===== config.mk =====
export PLATFORM = sky130hd
export DESIGN_NAME = alu_exec_stage
export DESIGN_NICKNAME = d
export VERILOG_FILES = /design/src/rtl/alu_pkg.sv /design/src/rtl/alu_issue_latch.sv /design/src/rtl/alu_compute.sv /design/src/rtl/alu_wb_seq.sv /design/src/rtl/alu_exec_stage.sv
export SDC_FILE = /design/constraint.sdc
export NUM_CORES = 1
export LEC_CHECK = 0
export ABC_CLOCK_PERIOD_IN_PS = 3470
export BUFFER_PORTS_ARGS = -buffer_cell sky130_fd_sc_hd__buf_2
export CORE_UTILIZATION = 60
export CTS_BUF_LIST = sky130_fd_sc_hd__clkbuf_16
export DETAILED_ROUTE_END_ITERATION = 7
export GPL_TIMING_DRIVEN = 0
export PLACE_DENSITY_LB_ADDON = 0.15
export SYNTH_ARGS = -nofsm -noshare
export SYNTH_HDL_FRONTEND = slang
export SYNTH_HIERARCHICAL = 1
export SYNTH_SLANG_ARGS = --single-unit

===== constraint.sdc =====
create_clock -name clk -period 3.47 [get_ports clk]
set_input_delay 0.694 -clock clk [delete_from_list [all_inputs] [get_ports clk]]
set_output_delay 0.694 -clock clk [all_outputs]
set_load 0.1 [all_outputs]

===== src/rtl/alu_pkg.sv =====
package alu_pkg;

    localparam int XLEN     = 32;
    localparam int OPW      = 6;
    localparam int REGW     = 6;
    localparam int NUM_OPS  = 11;

    typedef enum logic [OPW-1:0] {
        OP_ADD = 6'd0,
        OP_SUB = 6'd1,
        OP_AND = 6'd2,
        OP_OR  = 6'd3,
        OP_CLR = 6'd4,
        OP_EQ  = 6'd5,
        OP_LT  = 6'd6,
        OP_LTU = 6'd7,
        OP_XOR = 6'd8,
        OP_OPA = 6'd9,
        OP_OPB = 6'd10
    } alu_op_e;

    typedef struct packed {
        logic [OPW-1:0]  op;
        logic [XLEN-1:0] a;
        logic [XLEN-1:0] b;
        logic [REGW-1:0] dest;
    } alu_instr_t;

    typedef struct packed {
        logic            legal;
        logic [XLEN-1:0] value;
    } alu_result_t;

    typedef enum logic [2:0] {
        ST_IDLE,
        ST_EXEC,
        ST_WRITE,
        ST_DONE,
        ST_FAULT
    } seq_state_e;

    function automatic logic [XLEN-1:0] flag_word(input logic f);
        return {{(XLEN-1){1'b0}}, f};
    endfunction

    function automatic alu_result_t alu_eval(input alu_instr_t ins);
        alu_result_t r;
        r.legal = (ins.op < OPW'(NUM_OPS));
        r.value = '0;
        case (ins.op)
            OP_ADD: r.value = ins.a + ins.b;
            OP_SUB: r.value = ins.a - ins.b;
            OP_AND: r.value = ins.a & ins.b;
            OP_OR:  r.value = ins.a | ins.b;
            OP_CLR: r.value = ins.b & ~ins.a;
            OP_EQ:  r.value = flag_word(ins.a == ins.b);
            OP_LT:  r.value = flag_word($signed(ins.a) < $signed(ins.b));
            OP_LTU: r.value = flag_word(ins.a < ins.b);
            OP_XOR: r.value = ins.a ^ ins.b;
            OP_OPA: r.value = ins.a;
            OP_OPB: r.value = ins.b;
            default: r.value = '0;
        endcase
        return r;
    endfunction

endpackage


===== src/rtl/alu_issue_latch.sv =====
module alu_issue_latch
    import alu_pkg::*;
(
    input  logic       clk,
    input  logic       rst,
    input  logic       load,
    input  alu_instr_t in_instr,
    output alu_instr_t held
);
    always_ff @(posedge clk) begin
        if (rst) begin
            held <= '0;
        end else if (load) begin
            held <= in_instr;
        end
    end
endmodule


===== src/rtl/alu_compute.sv =====
module alu_compute
    import alu_pkg::*;
(
    input  alu_instr_t  instr,
    output alu_result_t res
);
    always_comb begin
        res = alu_eval(instr);
    end
endmodule


===== src/rtl/alu_wb_seq.sv =====
module alu_wb_seq
    import alu_pkg::*;
(
    input  logic            clk,
    input  logic            rst,
    input  logic            start,
    input  alu_result_t     res,
    input  logic [REGW-1:0] dest,
    output logic            busy,
    output logic            wb_en,
    output logic [REGW-1:0] wb_addr,
    output logic [XLEN-1:0] wb_data,
    output logic            retire,
    output logic            bad_op
);
    seq_state_e state;

    always_ff @(posedge clk) begin
        if (rst) begin
            state   <= ST_IDLE;
            wb_addr <= '0;
            wb_data <= '0;
        end else begin
            case (state)
                ST_IDLE:  if (start) state <= ST_EXEC;
                ST_EXEC: begin
                    if (res.legal) begin
                        state   <= ST_WRITE;
                        wb_addr <= dest;
                        wb_data <= res.value;
                    end else begin
                        state <= ST_FAULT;
                    end
                end
                ST_WRITE: state <= ST_DONE;
                ST_DONE:  state <= ST_IDLE;
                ST_FAULT: state <= ST_IDLE;
                default:  state <= ST_IDLE;
            endcase
        end
    end

    assign busy   = (state != ST_IDLE);
    assign wb_en  = (state == ST_WRITE);
    assign retire = (state == ST_DONE);
    assign bad_op = (state == ST_FAULT);
endmodule


===== src/rtl/alu_exec_stage.sv =====
module alu_exec_stage
    import alu_pkg::*;
(
    input  logic            clk,
    input  logic            rst,
    input  logic            issue_valid,
    input  logic [XLEN-1:0] src_a,
    input  logic [XLEN-1:0] src_b,
    input  logic [OPW-1:0]  op_sel,
    input  logic [REGW-1:0] dest_idx,
    output logic            busy,
    output logic            wb_en,
    output logic [REGW-1:0] wb_addr,
    output logic [XLEN-1:0] wb_data,
    output logic            retire,
    output logic            bad_op
);
    alu_instr_t  incoming;
    alu_instr_t  held;
    alu_result_t res;
    logic        accept;

    assign accept   = issue_valid && !busy;
    assign incoming = '{op: op_sel, a: src_a, b: src_b, dest: dest_idx};

    alu_issue_latch u_latch (
        .clk(clk), .rst(rst), .load(accept), .in_instr(incoming), .held(held)
    );

    alu_compute u_compute (
        .instr(held), .res(res)
    );

    alu_wb_seq u_seq (
        .clk(clk), .rst(rst), .start(accept), .res(res), .dest(held.dest),
        .busy(busy), .wb_en(wb_en), .wb_addr(wb_addr), .wb_data(wb_data),
        .retire(retire), .bad_op(bad_op)
    );
endmodule


==> results.ini, run 1 <==
[outcome]
violations = setup timing
status = finished with violations

[grt]
overflow = 0
grt_max_degree = 17
grt.total_usage = 0.422
grt_first_pass_wirelength_um = 57500
grt_pass1_vias = 10300
antenna_found_initial = 0

[cts]
clock-sinks = 117
cts_hold_buf = 0
cts_tree = yes
insertion_delay_ns = 0.42
cts-root-buf = clkbuf_16
cts_max_path_buffers = 2
cts_inserted_buffers = 17
path_clk_slew_ns = 0.06
cts-htree-levels = 4

[run]
cap_violations = 0

[placement]
gp_congestion = 1.02
dp_slack_ns = -0.671
place_area_um2 = 11400
dpl.hpwl_um = 28000
port_buffers = 119

[floorplan]
initial_utilization = 0.612
io_pins = 121
die_w_um = 134
die_area_um2 = 18100
rows = 48
design.core.area_um2 = 17200
die_y_um = 134

[synthesis]
ys_seq_elements = 117
syn_nets = 1522
syn_area_per_cell_um2 = 7.82
synth_cells = 1345
ys_seq_area_frac = 0.223
synth_area_um2 = 10500
synth-async-reset-ratio = 0
yosys.cell_types.count = 84
ys.warnings.count = 6
synth-edff-count = 0
synthFlopType = dfxtp_1

[setup_path]
reg2reg_to = u_seq/wb_data[17]
reg2reg_setup_slack_ns = -0.003
arrival_ns = 3.82
required_ns = 3.82
end_kind = register
regToRegStartpoint = u_latch/held[75]
setup.worst_path.start_class = register
reg2regPathDepth = 8
critPathKind = register to register
path_max_fanout = 10

[detailed_routing]
viasPerCell = 6.52
drtPass1Iterations = 5
drcViolationCount = 0
drtIter0Drc = 1515
wire_per_inst_um = 22.5
ant_nets = 0
drt-total-wl_um = 38800
vias = 11300

[timing]
fmax_mhz = 288
timing.final.hold_violations = 0
holdWs_ns = 0.473
maxSlewHeadroom = 0.354
layout_min_cycle_time_ns = 3.47
maxSlewViolCount = 0
finalSetupViolations = 1
rsz0062_at_grt = true
final.setup_skew_ns = 0.00968
worstMarginPinSlew_ns = 0.969
post-route-period-util = 1.00
setup_ws_ns = -0.00328

[cells_and_area]
final_common_cell = nor2_1
area_delta_synth_final_pct = 17.3
layout-drive-gt1-share = 0.180
nNetsFinal = 1669
layout_common_cells = nor2_1, buf_2, mux2i_1
design_area_um2 = 12300
final_core_util = 0.718
insertedDiodeCount = 0
n_fill_cell = 1425

[worst_hold_path]
worstHoldStart = u_seq/wb_data[15]
whs_path_depth = 2
hold_path_end = u_seq/wb_data[15]
worst_hold_path_type = register to register

[power]
leakagePower_nw = 5.27
ir_drop_mv = 0.397
pwr_density_cell_nw_per_um2 = 520

kinds of logic (layout without fill, tap and decap cells):
kind of cell    after synthesis  in the layout  synth area share
simple gates                429            429             0.200
compound gates              395            395             0.266
mux                         115            115             0.110
fa+ha+maj                    98             98             0.118
xor+xnor                      2              2           0.00167
buf+inv                     189            349            0.0821
flops                       117            117             0.223
sequential cells by signal (all words and copies together) (netlist names):
register	flops
u_seq/state	3
u_seq/wb_data	32
u_latch/held	76
u_seq/wb_addr	6
cells in the mapped netlist, types with 4 or more instances:
master,instances,area share
a211o_1,9,0.0075
a211oi_1,19,0.014
a21o_1,21,0.015
a21oi_1,84,0.040
a221o_1,8,0.0076
a221oi_1,21,0.017
a22oi_1,8,0.0057
a31oi_1,10,0.0060
and2_1,5,0.0030
and3_1,5,0.0030
buf_12,7,0.013
buf_2,11,0.0052
buf_4,5,0.0036
clkbuf_1,67,0.024
dfxtp_1,117,0.22
ha_1,96,0.11
inv_1,96,0.034
mux2i_1,115,0.11
nand2_1,54,0.019
nand2b_1,86,0.051
nand3_1,10,0.0048
nand4_1,4,0.0024
nor2_1,190,0.068
nor2b_1,12,0.0071
nor3_1,21,0.010
nor4_1,11,0.0065
o2111ai_1,10,0.0083
o211ai_1,17,0.012
o21a_1,13,0.0093
o21ai_0,78,0.037
o21bai_1,13,0.0093
o221a_2,5,0.0054
o221ai_1,14,0.012
o22ai_1,14,0.0083
o31ai_1,6,0.0043
or2_2,4,0.0024
or3_1,4,0.0024
or4_1,4,0.0029
area by class of cell:
| cell class | instances | area, µm² | share of cell area |
|---|---|---|---|
| buffer | 91 | 515 | 0.0418 |
| clock buffer | 17 | 425 | 0.0345 |
| clock inverter | 15 | 193 | 0.0156 |
| inverter | 96 | 360 | 0.0292 |
| multi-input combinational | 1039 | 7520 | 0.610 |
| sequential | 117 | 2360 | 0.191 |
| tap | 225 | 282 | 0.0228 |
| timing repair buffer | 130 | 678 | 0.0550 |
report_power, final:
part | switching, W | internal [W]
Combinational | 0.00191 | 0.00100
Clock | 0.000740 | 0.00115
Sequential | 0.000143 | 0.00147
Total | 0.00279 | 0.00362
timing repair:
item,4_1_cts,5_1_grt
pin swaps,2,12
resized for setup,21,66
buffers inserted,4,7
endpoints found under the setup margin,30,26
per-stage QoR:
step,instances,power [W],TNS [ns]
4_1_cts,1725,0.00624,0
3_3_place_gp,1689,0.00426,-7.26
2_1_floorplan,1345,0.00356,0
6_report,1730,0.00642,-0.00328
3_5_place_dp,1689,0.00429,-7.49
5_1_grt,1730,0.00665,-0.0713
worst max-delay path by stage:
stage | start | slack, ns | end | depth (start not counted)
final | u_latch/held[75] | -0.003 | u_seq/wb_data[17] | 8
after floorplan | u_seq/state[2] | 0.17 | bad_op | 1
after detailed placement | u_latch/held[75] | -0.67 | u_seq/wb_data[18] | 11
after CTS | u_latch/held[12] | 0.01 | u_seq/wb_data[22] | 13
after global placement | u_latch/held[75] | -0.69 | u_seq/wb_data[18] | 11
after global routing | u_latch/held[12] | -0.05 | u_seq/wb_data[22] | 13
worst max-delay path, cell delays in order (launching register included):
cell	delay, ns
dfxtp_1	0.35
or4_1	0.52
clkbuf_1	0.34
nor3_2	0.51
clkbuf_1	0.71
a221oi_1	0.18
o221ai_1	0.35
nand2b_1	0.24
mux2i_1	0.18
metal layers:
metal | up-vias | GRT usage | share of wire
li1 | 5116 | - | -
met1 | 5304 | 0.528 | 0.40
met2 | 691 | 0.660 | 0.44
met3 | 169 | 0.108 | 0.11
met4 | 0 | 0.228 | 0.052
met5 | - | 0 | 0
Note: power is estimated with default switching activity, not from simulation.
==> run 2: changes to the inputs <==
Settings changed: SYNTH_HIERARCHICAL 1 to default.
==> results.ini, run 2 <==
[worst_hold_path]
worst_hold_path_type = register to register
whs_path_depth = 2  ; unchanged

[grt]
grt_pass1_vias = 10200  ; -0.88%
overflow = 0  ; unchanged
antenna_found_initial = 0  ; unchanged
grt.total_usage = 0.456  ; +0.0341
grt_first_pass_wirelength_um = 55700  ; -3.0%
grt_max_degree = 17  ; unchanged

[timing]
finalSetupViolations = 0  ; -1
fmax_mhz = 298  ; +3.5%
maxSlewHeadroom = 0.266  ; -0.0878
layout_min_cycle_time_ns = 3.36  ; -0.116 ns
final.setup_skew_ns = 0.0140  ; +0.00429 ns
setup_ws_ns = 0.113  ; +0.116 ns
post-route-period-util = 0.967  ; -0.0334
rsz0062_at_grt = false
worstMarginPinSlew_ns = 1.10  ; +0.132 ns
timing.final.hold_violations = 0  ; unchanged
maxSlewViolCount = 0  ; unchanged

[cts]
clock-sinks = 117  ; unchanged
cts_hold_buf = 0  ; unchanged
cts-htree-levels = 4  ; unchanged
insertion_delay_ns = 0.44  ; +0.02 ns
cts-root-buf = clkbuf_16
cts_tree = yes
path_clk_slew_ns = 0.06  ; about the same
cts_max_path_buffers = 2  ; unchanged
cts_inserted_buffers = 17  ; unchanged

[detailed_routing]
wire_per_inst_um = 21.7  ; -3.2%
wl_met3_um = 4880  ; +17%
drtPass1Iterations = 6  ; +1
top_layer = met4
viasPerCell = 6.44  ; -1.3%
vias = 11000  ; -2.2%
routed-wl-met2_um = 15800  ; -7.8%
ant_nets = 0  ; unchanged
drt-total-wl_um = 37300  ; -4.0%
drcViolationCount = 0  ; unchanged
drtIter0Drc = 1639  ; +8.2%
wl_met1_um = 14500  ; -6.7%

[cells_and_area]
largest_reg_flops = 76  ; unchanged
reg_top3 = u_latch.held (76), u_seq.wb_data (32), u_seq.wb_addr (6)
largest-register = u_latch.held
final_core_util = 0.719  ; +0.00150
insertedDiodeCount = 0  ; unchanged
final_common_cell = a21oi_1
n_fill_cell = 1287  ; -9.7%
nNetsFinal = 1667  ; -0.12%
layout-drive-gt1-share = 0.132  ; -0.0484
area_delta_synth_final_pct = 16.1
layout_common_cells = a21oi_1, nand2_1, nor2_1

[floorplan]
io_pins = 121  ; unchanged
rows = 45  ; -6.3%
die_area_um2 = 16300  ; -9.6%
die_w_um = 128  ; -4.9%
die_y_um = 128  ; -4.9%
initial_utilization = 0.620  ; +0.00757
design.core.area_um2 = 15300  ; -11%

[synthesis]
synth-async-reset-ratio = 0  ; unchanged
synth.area.top_cells = dfxtp_1, ha_1, a21oi_1
synth_area_um2 = 9490  ; -9.7%
syn_area_per_cell_um2 = 7.03  ; -10%
yosys.cell_count.top_type = a21oi_1
synth_top_area_cell = dfxtp_1
synth_top_area_share = 0.247  ; +0.0240
synth_common_cells = a21oi_1, nand2_1, nor2_1
ys.warnings.count = 0  ; -6
ys_seq_area_frac = 0.247  ; +0.0240
synth-edff-count = 0  ; unchanged
syn_nets = 1526  ; +0.26%
yosys.cell_types.count = 78  ; -7.1%
ys_seq_elements = 117  ; unchanged
synth_cells = 1350  ; +0.37%
synthFlopType = dfxtp_1

[outcome]
status = completed

[setup_path]
arrival_ns = 3.74  ; -0.08 ns
crit_path_cell_trace = inv_1, ha_1, nor2_1, o211ai_1, a311oi_2, a211oi_2, o2111a_1, nor2_2, a31oi_1, or4_1, nand3_1
end_kind = register
max_stage_delay_ns = 0.53  ; -0.18 ns
critPathKind = register to register
worst_path_max_delay_cell = or4_1
path_buf_inv = 1  ; -1
path_max_fanout = 6  ; -4
setup.worst_path.start_class = register
cp_top_family = compound AO/OA/AOI/OAI gates
cp.depth = 11  ; +3
required_ns = 3.85  ; +0.03 ns
reg2regPathDepth = 11  ; +3

[placement]
gp_congestion = 0.994  ; -2.5%
port_buffers = 120  ; +0.84%
dpl.hpwl_um = 26400  ; -6.0%
dp_slack_ns = -0.142  ; +0.528 ns

[power]
leakagePower_nw = 4.48  ; -15%
ir_drop_mv = 0.422  ; +6.5%
pwr_density_cell_nw_per_um2 = 494  ; -5.0%

[run]
cap_violations = 0  ; unchanged

run 2: cell types whose count changed after synthesis, moves of 45 or more:
cell and delta:
nand2b_1 -75, mux2i_1 -110, a21oi_1 +121, nand2_1 +144
nor2_1 -45
run 2: metal layers:
metal / vias to the layer above / track usage
li1: 5015 / -
met1: 5028 / 0.595
met2: 828 / 0.689
met3: 166 / 0.107
met4: 0 / 0.258
met5: - / 0.00310
run 2: per-stage QoR:
stage / power, W / hold WS, ns / instance area [µm²] / setup TNS, ns / std cells
2_1_floorplan: 0.00298 / 0.432 / 9490 / 0 / 1350
3_3_place_gp: 0.00349 / 0.436 / 10400 / -0.106 / 1681
3_5_place_dp: 0.00352 / 0.448 / 10400 / -0.164 / 1681
4_1_cts: 0.00535 / 0.456 / 11000 / 0 / 1713
5_1_grt: 0.00562 / 0.469 / 11000 / 0 / 1715
6_report: 0.00545 / 0.455 / 11000 / 0 / 1715
run 2: worst reg2reg max path: stages, from the launching register on:
cell and delay [ns]:
dfxtp_1 0.49, inv_1 0.17, ha_1 0.40, nor2_1 0.17
o211ai_1 0.15, a311oi_2 0.39, a211oi_2 0.21, o2111a_1 0.32
nor2_2 0.22, a31oi_1 0.16, or4_1 0.53, nand3_1 0.09
run 2: final timing paths:
kind	slack, ns	from	to
worst max register to register	0.11	u_latch.held[7]	u_seq.wb_data[31]
worst max-delay path	0.11	u_latch.held[7]	u_seq.wb_data[31]
worst min register to register	0.45	u_latch.held[4]	u_seq.wb_addr[4]
worst min-delay path	0.45	u_latch.held[4]	u_seq.wb_addr[4]
run 2: kinds of logic (layout without fill, tap and decap cells):
group | Yosys count | after routing | synth area share
buffers and inverters | 187 | 341 | 0.0843
multiplexers | 7 | 7 | 0.00765
flip-flops | 117 | 117 | 0.247
adder cells (fa/ha/maj) | 97 | 97 | 0.130
AO/OA/AOI/OAI | 458 | 458 | 0.301
AND/OR/NAND/NOR | 466 | 466 | 0.214
XOR/XNOR | 18 | 18 | 0.0166
run 2: report_power, final:
group / internal (W) / leakage [nW] / total [W] / switching, W
combinational: 0.000576 / 3.23 / 0.00200 / 0.00143
sequential: 0.00146 / 0.959 / 0.00158 / 0.000125
clock: 0.00113 / 0.295 / 0.00186 / 0.000728
run 2: cell type report:
type | instances | area [µm²] | area share
multi-input cells | 1046 | 6390 | 0.580
clock inverters | 15 | 180 | 0.0164
clock buffers | 17 | 425 | 0.0386
repair buffers | 122 | 616 | 0.0559
plain buffers | 90 | 435 | 0.0395
well taps | 211 | 264 | 0.0240
flip-flops and latches | 117 | 2340 | 0.213
inverters | 97 | 364 | 0.0330
run 2: repair_timing:
action / 4_1_cts / 5_1_grt
buffers inserted: 0 / 2
resized for setup: 1 / 7
hold endpoints to repair: 0 / 0
setup endpoints to repair: 2 / 12
pin swaps: 0 / 2
